**src/rtl/vint_redirect.sv**
```systemverilog
module vint_redirect #(
  parameter int AW = 32
) (
  input  logic          clk,
  input  logic          rst_n,
  input  logic          start,
  input  logic [7:0]    vector,
  input  logic          ext_en,
  input  logic [AW-1:0] tr_base,
  input  logic [AW-1:0] tr_limit,
  input  logic [15:0]   flags_in,
  input  logic          vif_in,
  input  logic [15:0]   ip_in,
  input  logic [15:0]   cs_in,
  output logic          busy,
  output logic          rd_req,
  output logic [AW-1:0] rd_addr,
  input  logic          rd_ack,
  input  logic [15:0]   rd_data,
  output logic          push_req,
  output logic [15:0]   push_data,
  input  logic          push_ack,
  output logic          done,
  output logic [1:0]    result,
  output logic [15:0]   new_ip,
  output logic [15:0]   new_cs,
  output logic          clr_tf,
  output logic          clr_rf,
  output logic          clr_if,
  output logic          clr_vif
);
  localparam logic [1:0] RES_REDIR = 2'b01;
  localparam logic [1:0] RES_PASS  = 2'b10;
  localparam logic [1:0] RES_FAULT = 2'b11;
  localparam logic [AW-1:0] IOB_OFS   = AW'(102);
  localparam logic [AW-1:0] MIN_LIMIT = AW'(103);

  typedef enum logic [3:0] {
    S_IDLE, S_IOB, S_BMP, S_VIP, S_VCS, S_PFL, S_PCS, S_PIP, S_DONE
  } state_t;

  state_t        state;
  logic [7:0]    vec_q;
  logic [AW-1:0] base_q, lim_q, off_q;
  logic [15:0]   fl_q, ip_q, cs_q, nip_q, ncs_q;
  logic          vif_q;
  logic [1:0]    res_q;

  logic          lt3_q, lt3_in;
  logic [AW-1:0] off_calc;
  logic          bmp_bit;
  logic [15:0]   fl_img;

  assign lt3_q    = fl_q[13:12] != 2'b11;
  assign lt3_in   = flags_in[13:12] != 2'b11;
  assign off_calc = AW'(rd_data) + AW'(vec_q[7:3]) - AW'(32);
  assign bmp_bit  = rd_data[vec_q[2:0]];
  assign fl_img   = lt3_q ? {fl_q[15:14], 2'b11, fl_q[11:10], vif_q, fl_q[8:0]} : fl_q;

  always_ff @(posedge clk or negedge rst_n) begin
    if (!rst_n) begin
      state  <= S_IDLE;
      vec_q  <= '0;
      base_q <= '0;
      lim_q  <= '0;
      off_q  <= '0;
      fl_q   <= '0;
      vif_q  <= 1'b0;
      ip_q   <= '0;
      cs_q   <= '0;
      nip_q  <= '0;
      ncs_q  <= '0;
      res_q  <= '0;
    end else begin
      case (state)
        S_IDLE: if (start) begin
          vec_q  <= vector;
          base_q <= tr_base;
          lim_q  <= tr_limit;
          fl_q   <= flags_in;
          vif_q  <= vif_in;
          ip_q   <= ip_in;
          cs_q   <= cs_in;
          if (!ext_en) begin
            res_q <= lt3_in ? RES_FAULT : RES_PASS;
            state <= S_DONE;
          end else if (tr_limit < MIN_LIMIT) begin
            res_q <= RES_FAULT;
            state <= S_DONE;
          end else begin
            state <= S_IOB;
          end
        end
        S_IOB: if (rd_ack) begin
          if (off_calc > lim_q) begin
            res_q <= RES_FAULT;
            state <= S_DONE;
          end else begin
            off_q <= off_calc;
            state <= S_BMP;
          end
        end
        S_BMP: if (rd_ack) begin
          if (bmp_bit) begin
            res_q <= lt3_q ? RES_FAULT : RES_PASS;
            state <= S_DONE;
          end else begin
            state <= S_VIP;
          end
        end
        S_VIP: if (rd_ack) begin
          nip_q <= rd_data;
          state <= S_VCS;
        end
        S_VCS: if (rd_ack) begin
          ncs_q <= rd_data;
          state <= S_PFL;
        end
        S_PFL: if (push_ack) state <= S_PCS;
        S_PCS: if (push_ack) state <= S_PIP;
        S_PIP: if (push_ack) begin
          res_q <= RES_REDIR;
          state <= S_DONE;
        end
        S_DONE: state <= S_IDLE;
        default: state <= S_IDLE;
      endcase
    end
  end

  always_comb begin
    rd_addr = '0;
    case (state)
      S_IOB:   rd_addr = base_q + IOB_OFS;
      S_BMP:   rd_addr = base_q + off_q;
      S_VIP:   rd_addr = AW'({vec_q, 2'b00});
      S_VCS:   rd_addr = AW'({vec_q, 2'b10});
      default: rd_addr = '0;
    endcase
  end

  always_comb begin
    push_data = '0;
    case (state)
      S_PFL:   push_data = fl_img;
      S_PCS:   push_data = cs_q;
      S_PIP:   push_data = ip_q;
      default: push_data = '0;
    endcase
  end

  assign rd_req   = state inside {S_IOB, S_BMP, S_VIP, S_VCS};
  assign push_req = state inside {S_PFL, S_PCS, S_PIP};
  assign busy     = state != S_IDLE;
  assign done     = state == S_DONE;
  assign result   = done ? res_q : 2'b00;
  assign new_ip   = nip_q;
  assign new_cs   = ncs_q;

  logic redir_done;
  assign redir_done = done && (res_q == RES_REDIR);
  assign clr_tf  = redir_done;
  assign clr_rf  = redir_done;
  assign clr_if  = redir_done && !lt3_q;
  assign clr_vif = redir_done && lt3_q;

  AST_RD_HOLD: assert property (@(posedge clk) disable iff (!rst_n)
    rd_req && !rd_ack |=> rd_req && $stable(rd_addr));
  AST_PUSH_HOLD: assert property (@(posedge clk) disable iff (!rst_n)
    push_req && !push_ack |=> push_req && $stable(push_data));
  AST_PORT_EXCL: assert property (@(posedge clk) disable iff (!rst_n)
    !(rd_req && push_req));
  AST_DONE_PULSE: assert property (@(posedge clk) disable iff (!rst_n)
    done |=> !done);
  AST_RESULT_QUIET: assert property (@(posedge clk) disable iff (!rst_n)
    !done |-> result == 2'b00);
  AST_CLR_ONLY_REDIR: assert property (@(posedge clk) disable iff (!rst_n)
    (clr_tf || clr_rf || clr_if || clr_vif) |-> done && result == RES_REDIR);
  AST_CLR_SET: assert property (@(posedge clk) disable iff (!rst_n)
    done && result == RES_REDIR |-> clr_tf && clr_rf && $onehot({clr_if, clr_vif}));
  AST_NO_REQ_AFTER_SMALL_LIMIT: assert property (@(posedge clk) disable iff (!rst_n)
    state == S_IDLE && start && (!ext_en || tr_limit < MIN_LIMIT) |=> done && !rd_req);
  AST_PUSH_AFTER_READS: assert property (@(posedge clk) disable iff (!rst_n)
    $rose(push_req) |-> $past(rd_req));
endmodule

```
**config.mk**
```make
export PLATFORM = sky130hd
export DESIGN_NAME = vint_redirect
export DESIGN_NICKNAME = d
export VERILOG_FILES = /design/src/rtl/vint_redirect.sv
export SDC_FILE = /design/constraint.sdc
export NUM_CORES = 1
export LEC_CHECK = 0
export ABC_CLOCK_PERIOD_IN_PS = 4200
export BUFFER_PORTS_ARGS = -buffer_cell sky130_fd_sc_hd__buf_4
export CAP_MARGIN = 10
export CORE_UTILIZATION = 26
export CTS_CLUSTER_SIZE = 10
export DETAILED_ROUTE_END_ITERATION = 6
export PLACE_DENSITY = 0.48
export SETUP_SLACK_MARGIN = 0.3
export SYNTH_ARGS = -nofsm -noshare
export SYNTH_HDL_FRONTEND = slang
export SYNTH_SLANG_ARGS = --single-unit
```
**constraint.sdc**
```tcl
create_clock -name clk -period 4.2 [get_ports clk]
set_input_delay 0.21 -clock clk [delete_from_list [all_inputs] [get_ports clk]]
set_output_delay 0.21 -clock clk [all_outputs]
set_load 0.01 [all_outputs]
```
==> impl_metrics.env <==
export IMPL_outcome="finished, final reports clean"
export IMPL_clkSlewWorstSetupHoldPaths_ns=0.08
export IMPL_min_path_type="in -> reg"
export IMPL_drt_drc_violations_left=0
export IMPL_slew_viol_final=0
export IMPL_timing_critical_path_required_ns=4.54
export IMPL_route_antenna_remaining_nets=0
export IMPL_vias=9694
export IMPL_layout_area_overhead_vs_synth_pct=41.91
export IMPL_grt_pass1_vias=9955
export IMPL_worstPathMaxFanout=9
export IMPL_timing_setup_critical_path_class="reg -> reg"
export IMPL_post_synth_xor_area_fraction_pct=5.361
export IMPL_cell_with_the_most_instances_after_synthesis="sky130_fd_sc_hd__dfrtp_1"
export IMPL_postLayoutCoreUtil_pct=37.72
export IMPL_wirelength_um=36460
export IMPL_syn_instance_count=1091
export IMPL_tritoncts="yes"
export IMPL_avgRoutedWirePerCell_um=17.84
export IMPL_place_detailed_hpwl_um=27350
export IMPL_top_level_ports=233
export IMPL_htreeDepth=4
export IMPL_grt_first_pass_wirelength_um=56990
export IMPL_max_transition_margin_pct=35.05
export IMPL_worst_r2r_startpoint="vec_q[3]$_DFFE_PN0P_"
export IMPL_largest_family_of_logic_cells_by_synthesized_area="multiplexers"
export IMPL_clk_insertion_delay_late_ns=0.45
export IMPL_mappedNetlistNets=1305
export IMPL_final_critical_path_setup_slack_ns=0.04171
export IMPL_critical_path_startpoint="vec_q[3]$_DFFE_PN0P_"
export IMPL_power_share_switching_pct=41.37
export IMPL_ir_drop_uv=319.2
export IMPL_timing_final_hold_violations=0
export IMPL_most_frequent_cells_after_synthesis="177 x sky130_fd_sc_hd__dfrtp_1, 163 x sky130_fd_sc_hd__mux2_2, 73 x sky130_fd_sc_hd__a21oi_1, 72 x sky130_fd_sc_hd__nor2_1, 69 x sky130_fd_sc_hd__ha_1"
export IMPL_synthDistinctLibCells=74
export IMPL_port_buffers=232
export IMPL_report_final_setup_viol=0
export IMPL_synth_mux_area_share_pct=19.73
export IMPL_final_hold_worst_slack_ns=0.01337
export IMPL_rsz_0062_raised_after_global_routing="true"
export IMPL_placeableCoreArea_mm2=0.04232
export IMPL_min_period_over_period_pct=99.01
export IMPL_synth_compound_area_share_pct=12.18
export IMPL_finalWeightedCongestion=0.8237
export IMPL_cell_internal_pwr_uw=6310
export IMPL_hold_path_startpoint="tr_base[6]"
export IMPL_edff_count_synth=0
export IMPL_finalClockSkew_ns=0.01454
export IMPL_syn_mean_instance_area_um2=10.31
export IMPL_finalCriticalPeriod_ns=4.158
export IMPL_tightest_slew_ns=0.9743
export IMPL_vias_per_cell=4.743
export IMPL_ys_async_sr_fraction_pct=100.0
export IMPL_clock_tree_root_cell="sky130_fd_sc_hd__clkbuf_16"
export IMPL_synth_largest_type_area_fraction_pct=39.37
export IMPL_power_clock_fraction_pct=16.1
export IMPL_die_h_um=210.0
export IMPL_grt_max_degree=73
export IMPL_design_final_nets=1665
export IMPL_p_sw_uw=4454
export IMPL_die_area_mm2=0.04410
export IMPL_crit_path_start_kind="register"
export IMPL_post_synth_fa_ha_maj_area_fraction_pct=8.030
export IMPL_cts_sink_count=177
export IMPL_cellPowerDensity_mw_per_mm2=674.3
export IMPL_place_inst=1881
export IMPL_count_of_maximum_capacitance_violations=0
export IMPL_endpoint_kind="register"
export IMPL_combinationalPowerShare_pct=53.8
export IMPL_drtIter0Drc=543
export IMPL_die_x_um=210.0
export IMPL_global_route_overflow_total=0
export IMPL_synth_simple_area_share_pct=11.85
export IMPL_share_of_final_layout_standard_cells_stronger_than_drive_strength_1_pct=35.72
export IMPL_synthesis_yosys_warnings=0
export IMPL_first_pass_iters=4
export IMPL_final_non_filler_cells=2044
export IMPL_groute_usage_overall_pct=16.83
export IMPL_rows=75
export IMPL_ctsLongestPathBuffers=2
export IMPL_synth_seq_area_share_pct=39.37
export IMPL_start_util_pct=26.58
export IMPL_cts_made_buffers=17
export IMPL_ys_flop_type="sky130_fd_sc_hd__dfrtp_1"
export IMPL_post_synth_top_area_cell="sky130_fd_sc_hd__dfrtp_1"
export IMPL_antenna_violations_before_repair=3
export IMPL_power_frac_seq_pct=30.1
export IMPL_ys_top_cells_by_area="sky130_fd_sc_hd__dfrtp_1 39%, sky130_fd_sc_hd__mux2_2 16%, sky130_fd_sc_hd__ha_1 7.7%, sky130_fd_sc_hd__a21oi_1 3.2%, sky130_fd_sc_hd__xnor2_1 2.8%"
export IMPL_ys_ff_latch=177
export IMPL_power_static_leakage_uw=0.007139
export IMPL_clock_fmax_ghz=0.2405
export IMPL_critPathArrivalTime_ns=4.49
export IMPL_syn_cell_area_mm2=0.01125
export IMPL_post_place_ws_ns=-0.06910
-- placed cells by master (no fill, tap or decap), types with 4 or more instances in the layout --
cell type,instances
sky130_fd_sc_hd__buf_4,267
sky130_fd_sc_hd__dfrtp_1,177
sky130_fd_sc_hd__mux2_2,163
sky130_fd_sc_hd__dlygate4sd3_1,120
sky130_fd_sc_hd__a21oi_1,71
sky130_fd_sc_hd__nor2_1,70
sky130_fd_sc_hd__ha_1,61
sky130_fd_sc_hd__nand2_1,56
sky130_fd_sc_hd__inv_1,45
sky130_fd_sc_hd__o21ai_0,37
sky130_fd_sc_hd__xnor2_1,34
sky130_fd_sc_hd__xor2_1,31
sky130_fd_sc_hd__nand3_1,24
sky130_fd_sc_hd__nand4_1,22
sky130_fd_sc_hd__mux2i_1,20
sky130_fd_sc_hd__o22ai_1,20
sky130_fd_sc_hd__clkbuf_16,17
sky130_fd_sc_hd__nand2b_1,14
sky130_fd_sc_hd__a21o_1,13
sky130_fd_sc_hd__a22oi_1,10
sky130_fd_sc_hd__nor2b_1,9
sky130_fd_sc_hd__nor3_1,9
sky130_fd_sc_hd__mux2_4,9
sky130_fd_sc_hd__and2_1,8
sky130_fd_sc_hd__o21bai_1,8
sky130_fd_sc_hd__ha_4,8
sky130_fd_sc_hd__o211ai_1,7
sky130_fd_sc_hd__a31oi_1,7
sky130_fd_sc_hd__and3_1,6
sky130_fd_sc_hd__nor4_1,6
sky130_fd_sc_hd__or2_2,5
sky130_fd_sc_hd__and4_1,5
sky130_fd_sc_hd__a211oi_1,5
sky130_fd_sc_hd__inv_8,5
sky130_fd_sc_hd__buf_6,5
sky130_fd_sc_hd__a211o_1,4
-- flip-flops by register name, indices dropped and copies added (netlist names) --
| register | flops |
|---|---|
| vec_q | 8 |
| new_cs | 16 |
| lim_q | 32 |
| vif_q | 1 |
| cs_q | 16 |
| state | 4 |
| ip_q | 16 |
| base_q | 32 |
| off_q | 18 |
| res_q | 2 |
| fl_q | 16 |
| new_ip | 16 |
-- metrics by stage --
stage | instance area, um^2 | power (uW) | TNS, ns
final | 15960 | 10760 | 0
after global routing | 15960 | 11610 | -2.970
after CTS | 15860 | 10790 | -0.00002398
after detailed placement | 13860 | 8857 | -0.6717
after global placement | 13860 | 8801 | -0.2178
after floorplan | 11320 | 6872 | -0.5564
-- logic make-up after synthesis --
family	Yosys count
AND/OR/NAND/NOR	262
AO/OA/AOI/OAI	217
multiplexers	195
flip-flops	177
buffers and inverters	101
adder cells (fa/ha/maj)	71
XOR/XNOR	68
-- timing repair --
| action | in CTS | in global routing |
|---|---|---|
| endpoints found under the setup margin | 22 | 29 |
| hold endpoints to repair | 168 | 0 |
| pin swaps | 9 | 5 |
| hold buffers | 120 | 0 |
| cloned | 2 | 0 |
| resized for setup | 15 | 12 |
| buffers inserted | 5 | 1 |
-- cell type report --
cell class,instances,area (um^2)
diodes,3,7.507
repair buffers,395,3329
fillers,4284,26360
multi-input cells,814,6669
inverters,46,172.7
well taps,577,721.9
clock inverters,15,209.0
flip-flops and latches,177,4429
clock buffers,17,425.4
-- per-layer routing --
layer | GRT usage [%] | wire [um] | up-vias
li1 | - | - | 4703
met1 | 22.27 | 16930 | 4752
met2 | 27.48 | 17340 | 196
met3 | 3.576 | 1445 | 43
met4 | 5.034 | 739 | 0
met5 | 0 | 0 | -
-- power groups by stage --
| stage | registers (uW) | clock network (uW) | logic, uW |
|---|---|---|---|
| final | 3240 | 1730 | 5790 |
| after global routing | 3380 | 1850 | 6380 |
| after CTS | 3250 | 1790 | 5760 |
| after global placement | 3250 | 0 | 5550 |
| after detailed placement | 3280 | 0 | 5580 |
| after floorplan | 3080 | 0 | 3800 |
-- final timing paths --
| path | to | slack [ns] | cells after the start |
|---|---|---|---|
| min in group asynchronous | fl_q[9]$_DFFE_PN0P_ | 0.25 | 2 |
| max reg2reg | off_q[14]$_DFFE_PN0P_ | 0.04 | 17 |
| min reg2reg | ip_q[13]$_DFFE_PN0P_ | 0.51 | 1 |
| max | off_q[14]$_DFFE_PN0P_ | 0.04 | 17 |
| max in group asynchronous | base_q[22]$_DFFE_PN0P_ | 2.74 | 3 |
| min | base_q[6]$_DFFE_PN0P_ | 0.01 | 2 |
-- worst max-delay path, stage by stage, from the launching register on --
cell	delay [ns]
sky130_fd_sc_hd__dfrtp_1	0.38
sky130_fd_sc_hd__ha_1	0.21
sky130_fd_sc_hd__fa_1	0.39
sky130_fd_sc_hd__a21o_1	0.20
sky130_fd_sc_hd__a21oi_2	0.16
sky130_fd_sc_hd__nor2b_1	0.07
sky130_fd_sc_hd__nor3_2	0.11
sky130_fd_sc_hd__buf_4	0.18
sky130_fd_sc_hd__nand2b_1	0.10
sky130_fd_sc_hd__xnor2_2	0.15
sky130_fd_sc_hd__ha_1	0.29
sky130_fd_sc_hd__a21o_1	0.18
sky130_fd_sc_hd__a211o_1	0.28
sky130_fd_sc_hd__or4_1	0.48
sky130_fd_sc_hd__a211oi_2	0.26
sky130_fd_sc_hd__buf_6	0.18
sky130_fd_sc_hd__nand2_8	0.10
sky130_fd_sc_hd__mux2_1	0.32
(Power assumes the default switching activity.)
